$ cat config.mk
export PLATFORM = sky130hd
export DESIGN_NAME = aluc_exec
export DESIGN_NICKNAME = d
export VERILOG_FILES = /design/src/rtl/aluc_pkg.sv /design/src/rtl/aluc_alu.sv /design/src/rtl/aluc_flags.sv /design/src/rtl/aluc_cond.sv /design/src/rtl/aluc_exec.sv
export SDC_FILE = /design/constraint.sdc
export NUM_CORES = 1
export LEC_CHECK = 0
export BUFFER_PORTS_ARGS = -buffer_cell sky130_fd_sc_hd__buf_4
export CAP_MARGIN = 10
export CORE_MARGIN = 5
export CORE_UTILIZATION = 35
export CTS_BUF_LIST = sky130_fd_sc_hd__clkbuf_8
export CTS_CLUSTER_SIZE = 14
export DETAILED_ROUTE_END_ITERATION = 8
export GPL_ROUTABILITY_DRIVEN = 0
export SLEW_MARGIN = 0
export SYNTH_ARGS = -nofsm -noshare
export SYNTH_HDL_FRONTEND = slang
export SYNTH_SLANG_ARGS = --single-unit
export TNS_END_PERCENT = 30
$ cat constraint.sdc
create_clock -name clk -period 11.5 [get_ports clk]
set_clock_uncertainty 0.1 [all_clocks]
set_input_delay 0.575 -clock clk [delete_from_list [all_inputs] [get_ports clk]]
set_output_delay 0.575 -clock clk [all_outputs]
set_load 0.01 [all_outputs]
$ cat src/rtl/aluc_pkg.sv
package aluc_pkg;
  localparam int DATA_W = 64;
  localparam int REG_W  = 4;
  localparam int CODE_W = 4;

  localparam logic [CODE_W-1:0] IC_CMOV = 4'h2;
  localparam logic [CODE_W-1:0] IC_OP   = 4'h6;
  localparam logic [CODE_W-1:0] IC_JXX  = 4'h7;

  typedef enum logic [1:0] {
    OP_ADD = 2'd0,
    OP_SUB = 2'd1,
    OP_AND = 2'd2,
    OP_XOR = 2'd3
  } alu_op_e;

  typedef enum logic [CODE_W-1:0] {
    CC_ALWAYS = 4'd0,
    CC_LE     = 4'd1,
    CC_LT     = 4'd2,
    CC_EQ     = 4'd3,
    CC_NE     = 4'd4,
    CC_GE     = 4'd5,
    CC_GT     = 4'd6
  } cond_e;
endpackage

$ cat src/rtl/aluc_alu.sv
module aluc_alu
  import aluc_pkg::*;
#(
  parameter int W = DATA_W
) (
  input  alu_op_e      op,
  input  logic [W-1:0] opa,
  input  logic [W-1:0] opb,
  output logic [W-1:0] res,
  output logic         res_zero,
  output logic         res_neg
);
  always_comb begin
    unique case (op)
      OP_ADD:  res = opb + opa;
      OP_SUB:  res = opb - opa;
      OP_AND:  res = opb & opa;
      default: res = opb ^ opa;
    endcase
  end

  assign res_zero = (res == '0);
  assign res_neg  = res[W-1];
endmodule

$ cat src/rtl/aluc_flags.sv
module aluc_flags (
  input  logic clk,
  input  logic rst_n,
  input  logic wr_en,
  input  logic zf_in,
  input  logic sf_in,
  output logic zf_q,
  output logic sf_q
);
  logic zf_d, sf_d;

  always_comb begin
    zf_d = zf_q;
    sf_d = sf_q;
    if (wr_en) begin
      zf_d = zf_in;
      sf_d = sf_in;
    end
  end

  always_ff @(posedge clk or negedge rst_n) begin
    if (!rst_n) begin
      zf_q <= 1'b1;
      sf_q <= 1'b0;
    end else begin
      zf_q <= zf_d;
      sf_q <= sf_d;
    end
  end
endmodule

$ cat src/rtl/aluc_cond.sv
module aluc_cond
  import aluc_pkg::*;
(
  input  logic [CODE_W-1:0] code,
  input  logic              zf,
  input  logic              sf,
  output logic              met
);
  always_comb begin
    unique case (code)
      CC_ALWAYS: met = 1'b1;
      CC_LE:     met = sf | zf;
      CC_LT:     met = sf;
      CC_EQ:     met = zf;
      CC_NE:     met = ~zf;
      CC_GE:     met = ~sf;
      CC_GT:     met = ~sf & ~zf;
      default:   met = 1'b0;
    endcase
  end
endmodule

$ cat src/rtl/aluc_exec.sv
module aluc_exec
  import aluc_pkg::*;
#(
  parameter int W  = DATA_W,
  parameter int RW = REG_W
) (
  input  logic              clk,
  input  logic              rst_n,
  input  logic [W-1:0]      alu_a,
  input  logic [W-1:0]      alu_b,
  input  logic [CODE_W-1:0] icode,
  input  logic [CODE_W-1:0] ifun,
  input  logic [RW-1:0]     dst_in,
  output logic [W-1:0]      val_e,
  output logic              cnd,
  output logic [RW-1:0]     dst_out
);
  localparam logic [RW-1:0] NULL_REG = {RW{1'b1}};

  logic    is_op, is_cmov, is_cond;
  alu_op_e op_sel;
  logic    res_zero, res_neg;
  logic    flag_zf, flag_sf;
  logic    cond_met;

  assign is_op   = (icode == IC_OP);
  assign is_cmov = (icode == IC_CMOV);
  assign is_cond = is_cmov | (icode == IC_JXX);

  always_comb begin
    op_sel = OP_ADD;
    if (is_op && (ifun < 4'd4)) op_sel = alu_op_e'(ifun[1:0]);
  end

  aluc_alu #(.W(W)) alu_i (
    .op       (op_sel),
    .opa      (alu_a),
    .opb      (alu_b),
    .res      (val_e),
    .res_zero (res_zero),
    .res_neg  (res_neg)
  );

  aluc_flags flags_i (
    .clk   (clk),
    .rst_n (rst_n),
    .wr_en (is_op),
    .zf_in (res_zero),
    .sf_in (res_neg),
    .zf_q  (flag_zf),
    .sf_q  (flag_sf)
  );

  aluc_cond cond_i (
    .code (ifun),
    .zf   (flag_zf),
    .sf   (flag_sf),
    .met  (cond_met)
  );

  assign cnd     = is_cond & cond_met;
  assign dst_out = (is_cmov && !cond_met) ? NULL_REG : dst_in;
endmodule

==> reports/metrics.yaml, run 1 <==
routing:
  routedWlPerCell_um: 19.8
  first_pass_iters: 7
  routed_via_density: 5.98
  vias: 10300
  drt-initial-drc-count: 1027
  wl_um: 34000
  drcViolationCount: 0
  ant_nets: 0
sta:
  setup_viol: 0
  slew_headroom_pct: 26.3
  rsz0062_at_grt: "false"
  period_needed_ns: 8.00
  layout_setup_ws_ns: 3.50
  worst_pin_slew_ns: 1.10
  hold_viol: 0
  fin_tns_setup_ns: 0
  timing.final.crit_share_pct: 69.6
  fmax_mhz: 125
  slew_viol_final: 0
placement:
  hpwlAfterDp_um: 28700
  placedCellCount: 1717
  pre_cts_ws_ns: 3.68
  place_area_um2: 10300
  portBuffers: 210
logic_synthesis:
  synth_compound_area_share_pct: 30.9
  synth_simple_gate_area_share_pct: 26.9
  synth.area.top_cells: "ha_1 (19%), a21oi_1 (7.3%), xor2_1 (6.3%), nand2_1 (5.8%), o21ai_0 (5.6%)"
  ys.flop_type: "dfstp_2"
  synth_top_cell_by_area: "ha_1"
  synth_xor_area_share_pct: 11.4
  syn-num-nets: 1515
  yosys.area_share.adder_pct: 19.3
  synthMuxAreaShare_pct: 6.93
  seq_area_frac_synth_pct: 0.607
  yosys.area.top_type_share_pct: 18.9
  ys_warn_count: 0
  ys_types: 77
  synth_top_family_by_area: "compound AO/OA/AOI/OAI gates"
  synth-async-reset-ratio_pct: 100
  netlist_instances: 1244
  ys_seq_elements: 2
  syn_area_um2: 8450
  syn_avg_cell_area_um2: 6.80
  synth_edf_count: 0
global_routing:
  antenna_found_initial: 0
  grt.overflow.total: 0
  grt_max_degree: 65
  grt_pass1_wl_um: 52600
  grt_pass1_vias: 9886
  track_usage_pct: 23.7
clocking:
  post-cts-setup-buffer-count: 0
  cts_hold_buf: 0
  root_buffer: "clkbuf_8"
  cts_buffers: 3
  path_clk_slew_ns: 0.03
  post_cts_resize_count: 0
  cts_sinks: 2
  tritoncts: "built"
  clockBufferDepth: 2
  htreeDepth: 1
  clock_latency_ns: 0.22
run:
  cap_violations: 0
setup_path:
  path_buf_inv: 2
  setup.worst_path.end_class: "output pin"
  crit_slowest_cell: "nor3_1"
  crit_required_ns: 10.83
  rr_startpoint: "flags_i.sf_q$_DFFE_PN0N_"
  reg2reg_slack_ns: 10.65
  reg2reg_to: "flags_i.sf_q$_DFFE_PN0N_"
  crit_type: "in2out"
  path_cells: "buf_4 -> or3_1 -> nor3_1 -> nand3b_1 -> or4_1 -> or3_4 -> or4_4 -> or4_4 -> nor2_4 -> nand3b_2 -> or2_4 -> o21ai_1 -> xor2_1 -> ha_1 -> a21o_1 -> a21oi_1 -> o211ai_1 -> a221oi_1 -> mux2i_1 -> a41o_1 -> a211oi_1 -> buf_4"
  cp.arrival_ns: 7.33
  cp_max_fo: 8
  start_kind: "input port"
  rr_worst_depth: 1
  critPathTopFamily: "simple AND/OR/NAND/NOR gates"
  cpPeakStageDelay_ns: 0.60
die:
  dieWidth_um: 165
  start_util_pct: 35.8
  die_area_um2: 27400
  std_cell_rows: 56
  core-area_um2: 23600
  fp.dieH_um: 165
  ioPinCount: 211
layout:
  postLayoutCellArea_um2: 10300
  register_area_um2: 51.3
  syn2layout_area_growth_pct: 22.1
  multi_input_area_um2: 8090
  final_layout_size_suffix_gt1_share_pct: 18.8
  n_antenna_cell: 0
  nets: 1674
  stdcell_count: 1721
  fillers: 2531
power:
  ir_worst_vdd_mv: 0.0397
  p_total_w: 0.000650
  leakagePower_nw: 4.59
  powerDensity_nw_per_um2: 63.0
outcome:
  outcome: "complete, no violations"
hold_path:
  worstHoldPathType: "in2async"
per-stage QoR:
step | utilization (%) | hold WS (ns)
2_1_floorplan | - | 0.179
3_3_place_gp | 43.5 | 0.261
3_5_place_dp | 43.5 | 0.263
4_1_cts | 43.7 | 0.0293
5_1_grt | 43.7 | 0.0330
6_report | 43.7 | 0.0331
flip-flops by register name, indices dropped and copies added, names as in the netlist:
name,count
flags_i.sf_q,1
flags_i.zf_q,1
kinds of logic after synthesis:
logic type,after synthesis
fa+ha+maj,130
mux,57
xor+xnor,110
simple gates,446
flops,2
buf+inv,88
compound gates,411
cells in the final DEF, fill, tap and decap left out, types with 18 or more instances in the layout:
cell type	instances
a211oi_1	26
nor2_1	97
inv_1	21
mux2i_1	45
nand3_1	19
o21a_1	19
nor2b_1	21
buf_4	222
a21oi_1	123
xor2_1	61
ha_1	128
nor3_1	35
a21o_1	25
nand4_1	28
o21ai_0	95
nand2_1	131
o31ai_1	25
xnor2_1	49
or3_1	18
synth_stat cells, types with 4 or more instances:
| master | number |
|---|---|
| inv_1 | 20 |
| nor2b_1 | 21 |
| o41ai_1 | 5 |
| ha_1 | 128 |
| nor3_1 | 35 |
| nor4b_1 | 7 |
| xor2_1 | 61 |
| nand2b_1 | 14 |
| or4_1 | 11 |
| mux2i_1 | 45 |
| a21boi_0 | 6 |
| nand4_1 | 28 |
| buf_1 | 6 |
| nand2_1 | 131 |
| a211o_1 | 8 |
| clkbuf_1 | 61 |
| a211oi_1 | 26 |
| a31oi_1 | 9 |
| mux2_2 | 12 |
| or3_1 | 18 |
| and4_1 | 4 |
| a21oi_1 | 123 |
| and3_1 | 9 |
| a2111oi_0 | 4 |
| o21bai_1 | 10 |
| nand3_1 | 19 |
| xnor2_1 | 49 |
| a221oi_1 | 5 |
| o2111ai_1 | 6 |
| o221ai_1 | 4 |
| nor4_1 | 15 |
| nor2_1 | 97 |
| o21ai_0 | 95 |
| o211ai_1 | 14 |
| o31ai_1 | 25 |
| and2_1 | 8 |
| a21o_1 | 25 |
| o21a_1 | 19 |
| or2_2 | 9 |
layout make-up:
class | count | share of cell area (%)
clock buffers | 3 | 0.400
clock inverters | 1 | 0.0364
inverters | 20 | 0.727
multi-input cells | 1154 | 78.3
flip-flops and latches | 2 | 0.497
well taps | 319 | 3.87
repair buffers | 222 | 16.1
layer usage:
metal  wire length (um)  global-route usage, %  share of wire, %  vias up
met2              15400                   40.1                45      439
met3               2430                   2.33               7.1       47
met5                  0                      0                 0        -
met1              15400                   32.7                45     4781
met4                760                   4.91               2.2        0
li1                   -                      -                 -     5020
where the power goes:
group	total, W	internal, W	switching [W]
combinational	0.000612	0.000267	0.000345
clock	0.0000296	0.0000227	0.00000689
sequential	0.00000879	0.00000824	0.000000544
worst max path at each step:
| stage | cells after the start | startpoint | slack, ns | to |
|---|---|---|---|---|
| after detailed placement | 22 | alu_a[4] | 3.68 | val_e[62] |
| after global routing | 26 | alu_a[4] | 3.32 | flags_i.zf_q$_DFFE_PN1N_ |
| after floorplan | 25 | alu_a[22] | 4.56 | flags_i.zf_q$_DFFE_PN1N_ |
| after global placement | 22 | alu_a[4] | 3.67 | val_e[62] |
| after CTS | 22 | alu_a[4] | 3.67 | val_e[62] |
| final | 22 | alu_a[4] | 3.50 | val_e[62] |
(Power assumes the default switching activity.)
==> run 2, diff against run 1 <==
==> constraint.sdc (replaced) <==
create_clock -name clk -period 7.65 [get_ports clk]
set_clock_uncertainty 0.1 [all_clocks]
set_input_delay 0.3825 -clock clk [delete_from_list [all_inputs] [get_ports clk]]
set_output_delay 0.3825 -clock clk [all_outputs]
set_load 0.01 [all_outputs]
==> run 2 against run 1 <==
Worst hold slack better by 0.34 ns. Final cell count is 0.52% higher. Utilization is 0.33 points higher. Clock power is 50% higher. Sequential share of layout area hardly changed. Power is 52% higher. Critical path type unchanged. Largest cell class unchanged.
==> reports/metrics.yaml, run 2 (synthesis gave the netlist of run 1 again) <==
outcome:
  outcome: "complete, no violations"
sta:
  fin_tns_setup_ns: 0  # unchanged
  worst_pin_slew_ns: 0.893  # -0.204 ns
  rsz0062_at_grt: "false"
  hold_viol: 0  # unchanged
  fmax_mhz: 136
  timing.final.crit_share_pct: 96.3
  setup_viol: 0  # unchanged
  slew_viol_final: 0  # unchanged
  period_needed_ns: 7.37
  slew_headroom_pct: 40.5  # +14 points
clocking:
  tritoncts: "built"
  htreeDepth: 1  # unchanged
  root_buffer: "clkbuf_8"
  clock_latency_ns: 0.22  # about the same
  cts_sinks: 2  # unchanged
  post-cts-setup-buffer-count: 0  # unchanged
  path_clk_slew_ns: 0.03  # about the same
  clockBufferDepth: 2  # unchanged
  cts_buffers: 3  # unchanged
global_routing:
  grt.overflow.total: 0  # unchanged
  grt_pass1_wl_um: 53100  # +0.94%
  grt_max_degree: 65  # unchanged
  grt_pass1_vias: 9815  # -0.72%
  antenna_found_initial: 0  # unchanged
  track_usage_pct: 23.9  # +0.17 points
setup_path:
  start_kind: "input port"
  crit_required_ns: 7.17  # -3.66 ns
  setup.worst_path.end_class: "output pin"
  cp.arrival_ns: 6.88  # -0.45 ns
  crit_slowest_cell: "or4_4"
  cp_max_fo: 8  # unchanged
  cp_common_cell: "or4_4"
  crit_type: "in2out"
  cpPeakStageDelay_ns: 0.57  # -0.03 ns
  path_cells: "buf_4 -> or4_4 -> nor4b_4 -> or4b_1 -> or4_1 -> or3_4 -> or4_4 -> or4_4 -> o41ai_1 -> xor2_1 -> ha_1 -> nand2_1 -> nor3_1 -> nand2_1 -> a21oi_1 -> nor2b_1 -> a31oi_1 -> nor4b_1 -> nor3_1 -> buf_4"
power:
  ir_worst_vdd_mv: 0.0566  # +42%
  powerDensity_nw_per_um2: 95.0  # +51%
  leakagePower_nw: 4.63  # +0.98%
  p_total_w: 0.000988  # +52%
routing:
  ant_nets: 0  # unchanged
  routedWlPerCell_um: 19.8  # about the same
  first_pass_iters: 5  # -2
  wl_um: 34200  # +0.56%
  drcViolationCount: 0  # unchanged
  routed_via_density: 5.96  # -0.36%
  vias: 10300  # +0.17%
  drt-initial-drc-count: 924  # -10%
layout:
  postLayoutCellArea_um2: 10400  # +0.75%
  n_antenna_cell: 0  # unchanged
  reg_top3: "flags_i.sf_q (1), flags_i.zf_q (1)"
  nets: 1683  # +0.54%
  final_common_cell: "buf_4"
  final_layout_size_suffix_gt1_share_pct: 19.3  # +0.52 points
  final_cell_mix: "buf_4 (230), nand2_1 (131), ha_1 (128), a21oi_1 (123), nor2_1 (97)"
  syn2layout_area_growth_pct: 23.0
  fillers: 2506  # -0.99%
hold_path:
  worstHoldPathType: "reg2reg"
die:
  ioPinCount: 211  # unchanged
  core-area_um2: 23600  # unchanged
  die_area_um2: 27400  # unchanged
  start_util_pct: 35.8  # unchanged
  fp.dieH_um: 165  # unchanged
  dieWidth_um: 165  # unchanged
  std_cell_rows: 56  # unchanged
placement:
  portBuffers: 210  # unchanged
  place_area_um2: 10300  # +0.58%
  hpwlAfterDp_um: 28700  # unchanged
run:
  cap_violations: 0  # unchanged
==> run 2: cell types whose count changed in the layout (fill, tap and decap cells not counted), sizes merged <==
cell and change:
buf +8, dlygate4sd3 +1
==> run 2: worst max-delay path: cells and delay by family <==
kind                       cells  cell delay, ns
adders and majority gates      1            0.45
AOI/OAI and AO/OA              3            0.91
and+or+nand+nor               13            4.64
buffers and inverters          2            0.37
xor gates and xnor gates       1            0.12
==> run 2: final cells by class <==
type                            count  area (um^2)  area share (%)
Sequential cell                     2         51.3           0.493
Clock buffer                        3         41.3           0.397
Multi-Input combinational cell   1154         8090            77.8
Tap cell                          319          399            3.84
Inverter                           20         75.1           0.722
Clock inverter                      1         3.75          0.0361
Timing Repair Buffer              231         1740            16.7
==> run 2: per-layer routing <==
metal / global-route usage (%) / wire, um / up-vias
met4: 4.42 / 692 / 0
met3: 2.06 / 2380 / 34
met1: 34.0 / 15700 / 4812
met5: 0 / 0 / -
met2: 39.5 / 15500 / 426
li1: - / - / 5032
==> run 2: stage by stage <==
step           setup WS (ns)  hold WS (ns)  utilization (%)  instances
2_1_floorplan          0.898       -0.0131                -       1244
3_3_place_gp           0.311        0.0716             43.8       1725
3_5_place_dp           0.192        0.0742             43.8       1725
4_1_cts                0.344         0.380             44.0       1730
5_1_grt               0.0182         0.390             44.0       1730
6_report               0.284         0.375             44.0       1730
==> run 2: what timing repair did <==
| action | in CTS | in global routing |
|---|---|---|
| gates resized for setup | 0 | 2 |
| hold endpoints to repair | 1 | 0 |
| hold buffers | 1 | 0 |
| setup endpoints to repair | 0 | 2 |
==> run 2: worst paths after layout <==
check,cells after the start,slack [ns],start,to
worst max-delay path,20,0.28,alu_a[22],val_e[61]
max in group asynchronous,2,6.87,rst_n,flags_i.zf_q$_DFFE_PN1N_
min in group asynchronous,2,0.39,rst_n,flags_i.sf_q$_DFFE_PN0N_
worst max register to register,1,6.80,flags_i.sf_q$_DFFE_PN0N_,flags_i.sf_q$_DFFE_PN0N_
worst min-delay path,2,0.38,flags_i.zf_q$_DFFE_PN1N_,flags_i.zf_q$_DFFE_PN1N_
worst min register to register,2,0.38,flags_i.zf_q$_DFFE_PN1N_,flags_i.zf_q$_DFFE_PN1N_
==> run 2: power breakdown <==
part           switching [W]  internal (W)
Combinational       0.000524      0.000406
Sequential       0.000000822     0.0000124
Clock              0.0000103     0.0000341
Total               0.000535      0.000453
